$ cat src/rtl/capture_fifo_drain.sv
module capture_fifo_drain #(
  parameter int W     = 32,
  parameter int NCH   = 8,
  parameter int DEPTH = 8,
  parameter int CNTW  = 16,
  parameter int THW   = 4,
  localparam int CHW  = $clog2(NCH),
  localparam int PW   = $clog2(DEPTH)
) (
  input  logic            clk,
  input  logic            rst_n,
  input  logic            port_en,
  input  logic            dma_en,
  input  logic [NCH-1:0]  ch_dma_en,
  input  logic [THW-1:0]  thresh,
  input  logic [NCH-1:0]  cnt_load,
  input  logic [CNTW-1:0] cnt_val,
  input  logic [NCH-1:0]  done_clr,
  input  logic            ovf_clr,
  input  logic            in_valid,
  input  logic [CHW-1:0]  in_ch,
  input  logic [W-1:0]    in_data,
  input  logic            cpu_rd,
  output logic            mem_valid,
  input  logic            mem_ready,
  output logic [W-1:0]    head_data,
  output logic [CHW-1:0]  head_ch,
  output logic            thr_irq,
  output logic [NCH-1:0]  done_irq,
  output logic            done_any,
  output logic [NCH-1:0]  ovf_flag
);

  logic [W-1:0]    dmem [DEPTH];
  logic [CHW-1:0]  cmem [DEPTH];
  logic [PW-1:0]   wp, rp;
  logic [PW:0]     cnt;
  logic [CNTW-1:0] rem [NCH];

  wire nonempty = cnt != '0;
  wire full     = cnt == (PW+1)'(DEPTH);
  wire dma_mode = dma_en & |ch_dma_en;
  wire push     = in_valid & port_en & ~full;
  wire drop     = in_valid & port_en & full;
  wire pop_dma  = mem_valid & mem_ready;
  wire pop_cpu  = cpu_rd & port_en & ~dma_en & nonempty;
  wire pop      = pop_dma | pop_cpu;

  assign head_data = dmem[rp];
  assign head_ch   = cmem[rp];
  assign mem_valid = port_en & dma_en & nonempty & ch_dma_en[head_ch] & (rem[head_ch] != '0);
  assign thr_irq   = ~dma_mode & (cnt > (PW+1)'(thresh));
  assign done_any  = |done_irq;

  always_ff @(posedge clk) begin
    if (push) begin
      dmem[wp] <= in_data;
      cmem[wp] <= in_ch;
    end
  end

  always_ff @(posedge clk or negedge rst_n) begin
    if (!rst_n) begin
      wp  <= '0;
      rp  <= '0;
      cnt <= '0;
    end else if (!port_en) begin
      wp  <= '0;
      rp  <= '0;
      cnt <= '0;
    end else begin
      if (push) wp <= wp + 1'b1;
      if (pop)  rp <= rp + 1'b1;
      cnt <= cnt + (PW+1)'(push) - (PW+1)'(pop);
    end
  end

  for (genvar i = 0; i < NCH; i++) begin : g_ch
    wire hit = pop_dma & (head_ch == CHW'(i));
    always_ff @(posedge clk or negedge rst_n) begin
      if (!rst_n) begin
        rem[i]      <= '0;
        done_irq[i] <= 1'b0;
      end else if (cnt_load[i]) begin
        rem[i]      <= cnt_val;
        done_irq[i] <= 1'b0;
      end else begin
        if (hit) rem[i] <= rem[i] - 1'b1;
        if (hit && rem[i] == CNTW'(1)) done_irq[i] <= 1'b1;
        else if (done_clr[i])          done_irq[i] <= 1'b0;
      end
    end
  end

  always_ff @(posedge clk or negedge rst_n) begin
    if (!rst_n) ovf_flag <= '0;
    else        ovf_flag <= (ovf_clr ? '0 : ovf_flag) | (drop ? NCH'(1) << in_ch : '0);
  end

endmodule

$ cat config.mk
export PLATFORM = sky130hd
export DESIGN_NAME = capture_fifo_drain
export DESIGN_NICKNAME = d
export VERILOG_FILES = /design/src/rtl/capture_fifo_drain.sv
export SDC_FILE = /design/constraint.sdc
export NUM_CORES = 1
export LEC_CHECK = 0
export ABC_CLOCK_PERIOD_IN_PS = 3900
export BUFFER_PORTS_ARGS = -buffer_cell sky130_fd_sc_hd__buf_2
export CORE_AREA = 2 2 197 199
export DETAILED_ROUTE_END_ITERATION = 12
export DIE_AREA = 0 0 199 201
export PLACE_DENSITY = 0.75
export SYNTH_ARGS = -nofsm -noshare
export SYNTH_HDL_FRONTEND = slang
export SYNTH_SLANG_ARGS = --single-unit
$ cat constraint.sdc
create_clock -name clk -period 3.9 [get_ports clk]
set_input_delay 0.78 -clock clk [delete_from_list [all_inputs] [get_ports clk]]
set_output_delay 0.78 -clock clk [all_outputs]
set_load 0.05 [all_outputs]
==> impl_metrics.yaml <==
run_status:
  outcome: "complete, but fails checks"
  violations: "negative setup slack"
timing:
  timing.fmax_mhz: 246
  slew_headroom_pct: 22.5
  rsz0062_at_grt: "true"
  setup_viol: 1
  finalCritPeriodShare_pct: 104
  tightestPinTransition_ns: 1.15
  fin_ws_ns: -0.161
  skew_ns: 0.0119
  slew_violations: 0
  hold_violations: 0
  finalCriticalPeriod_ns: 4.06
synthesis:
  yosysMostFrequentCell: "edfxtp_1"
  synth_largest_area_cell: "edfxtp_1"
  synthAdderAreaFrac_pct: 1.80
  synth-edff-count: 280
  synth_compound_area_share_pct: 9.87
  synth.area.top_cells: "edfxtp_1 (41%), dfrtp_1 (19%), mux4_2 (7.6%), nand2_1 (4.4%), xnor2_1 (3.1%)"
  synthArstFlopShare_pct: 35.5
  synthDistinctLibCells: 73
  yosys-top-cells-count: "edfxtp_1 (280), nand2_1 (240), dfrtp_1 (154)"
  synth.mux.area_fraction_pct: 9.22
  ys_seq_elements: 434
  yosys.area_share.simple_pct: 13.1
  syn_area_sq_um: 20600
  synth_nets: 1721
  synthXorXnorAreaFrac_pct: 3.40
  synth_flop_cell: "edfxtp_1"
  syn_area_per_cell_sq_um: 12.8
  syn_inst: 1605
  synth_top_family_by_area: "simple AND/OR/NAND/NOR gates"
  yosysTopAreaCellShare_pct: 40.8
  synth_warnings: 0
  synth_seq_area_share_pct: 59.5
clocking:
  cts.htree.levels: 2
  worstSkewPairLatency_ns: 0.58
  cts_tree: "done"
  clock-sinks: 434
  cts_root_buf: "clkbuf_16"
  clockBufferDepth: 3
  cts_buffers: 46
  clkTransAtPathRegs_ns: 0.06
place:
  io_buffers: 140
  pre_cts_ws_ns: 0.0496
  dp_hpwl_um: 31400
  place.gp.congestion: 0.921
  place_area_sq_um: 22100
cells_and_area:
  utilization_pct: 62.4
  area_growth_pct: 15.2
  drive_gt1_share_pct: 25.7
  nFillCells: 2838
  finalInstanceArea_sq_um: 23800
  nNetsFinal: 1877
pwr:
  peakVddDrop_v: 0.000449
  p_int_mw: 8.91
  swShare_pct: 33.9
  power_leakage_nw: 8.48
  p_seq_share_pct: 39.8
  power.share.clock_pct: 31.6
  switching_power_mw: 4.57
  comb_power_share_pct: 28.6
  power_mw: 13.5
  power.density_nw_per_um2: 567
global_routing:
  grt_max_degree: 82
  grt-ovfl-total: 0
  track_usage_pct: 25.8
  antenna_found_initial: 2
  grt_pass1_vias: 14036
  grt_pass1_wl_um: 78900
setup_path:
  reg2reg_depth: 16
  slowest_stage: "mux4_2"
  cp-endpoint: "mem_valid"
  cp_top_family: "multiplexers"
  slowest_delay_ns: 0.54
  r2r_end: "cnt[2]"
  path_cells: "mux4_2 > mux2i_4 > inv_4 > mux2i_1 > a22o_1 > o211ai_1 > nor2_2 > nor3_4 > buf_6"
  r2r-start: "rp[0]"
  crit_path_end_kind: "output pin"
  setup.worst_path.start_class: "register"
  critPathArrivalTime_ns: 3.28
  r2r_setup_slack_ns: 0.11
  worst-path-stages: 9
  cp_num_buf_inv: 2
  path_max_fanout: 9
  critical_path_class: "reg -> out"
  setup.worst_path.start: "rp[0]"
  critical_path_required_ns: 3.12
drt:
  vias: 13832
  vias_per_cell: 5.98
  post_drt_wl_per_cell_um: 21.8
  antenna_left: 0
  drt_pass1_iterations: 6
  drc: 0
  drt_wl_total_um: 50400
  drt_iter0_drc: 1146
run:
  drv_cap: 0
die:
  coreArea_sq_um: 38100
  ioPinCount: 141
  initial_core_util_pct: 54.1
  dieWidth_um: 199
  die_h_um: 201
  dieArea_sq_um: 40000
  rows: 72
worst_hold_path:
  hold_path.class: "in -> async"
-- area by class of cell --
| class | count | area, sq um | area share [%] |
|---|---|---|---|
| clock buffers | 58 | 1240 | 5.21 |
| repair buffers | 199 | 1260 | 5.30 |
| diodes | 1 | 2.50 | 0.0105 |
| well taps | 518 | 648 | 2.73 |
| flip-flops and latches | 434 | 12300 | 51.6 |
| multi-input cells | 1019 | 7870 | 33.1 |
| inverters | 61 | 236 | 0.995 |
| clock inverters | 23 | 241 | 1.02 |
-- power groups by stage --
stage | logic [mW] | registers (mW) | clock network, mW
after global placement | 3.63 | 5.43 | 0
final | 3.85 | 5.36 | 4.26
after detailed placement | 3.71 | 5.45 | 0
after CTS | 3.81 | 5.36 | 4.34
after floorplan | 2.73 | 5.39 | 0
after global routing | 4.11 | 5.39 | 4.54
-- stage by stage --
step           hold WS, ns  instances  TNS [ns]
5_1_grt              0.331       2312    -0.270
3_3_place_gp         0.495       2223         0
3_5_place_dp         0.507       2223         0
6_report             0.276       2313    -0.161
2_1_floorplan        0.483       1605    -0.281
4_1_cts              0.293       2310   -0.0942
-- layout by cell type (no fill, tap or decap), types with 37 or more instances in the layout --
cell | Yosys | final
buf_2 | 9 | 138
buf_4 | 6 | 48
clkbuf_16 | 0 | 47
dfrtp_1 | 154 | 152
edfxtp_1 | 280 | 280
inv_1 | 57 | 56
mux4_2 | 70 | 70
nand2_1 | 240 | 240
nor2_1 | 78 | 71
o21ai_0 | 37 | 37
o21ai_1 | 57 | 57
xnor2_1 | 74 | 74
-- worst reg2reg max path: cells and delay by family (launching register included) --
kind,cells,cell delay [ns]
flip-flops,1,0.47
XOR/XNOR,1,0.16
adder cells (fa/ha/maj),3,0.79
multiplexers,2,0.76
AO/OA/AOI/OAI,4,0.71
buffers and inverters,4,0.46
AND/OR/NAND/NOR,2,0.32
-- cells by family (layout without fill, tap and decap cells) --
logic type | after synthesis | in the layout
compound gates | 264 | 264
simple gates | 547 | 547
other cells | 0 | 1
flops | 434 | 434
buf+inv | 152 | 341
xor+xnor | 80 | 80
mux | 99 | 99
fa+ha+maj | 29 | 29
-- state kept, by name, indices dropped and copies added, names as in the netlist --
name	flops
cmem	24
cnt	4
dmem	256
done_irq	8
ovf_flag	8
rem	128
rp	3
wp	3
-- worst min path at each step --
stage	start	endpoint	slack (ns)	cells past startpoint
2_1_floorplan	rst_n	cnt[0]	0.48	0
3_3_place_gp	rem[6]	rem[6]	0.50	1
3_5_place_dp	rem[6]	rem[6]	0.51	1
4_1_cts	rst_n	rem[112]	0.29	1
5_1_grt	rst_n	rem[125]	0.33	1
6_report	rst_n	rem[124]	0.28	1
-- metal layers --
metal	up-vias	global-route usage [%]	part of all wire, %
met5	-	0	0.060
li1	6307	-	-
met1	6924	34.0	40
met3	101	4.65	6.9
met2	496	43.5	50
met4	4	8.13	2.8
-- repair_timing --
item / 4_1_cts / 5_1_grt
pin swaps: 3 / 5
setup endpoints to repair: 1 / 5
hold buffers: 0 / 0
buffers inserted: 6 / 2
resized for setup: 5 / 11
No activity file was read; power rests on OpenSTA's default activity.
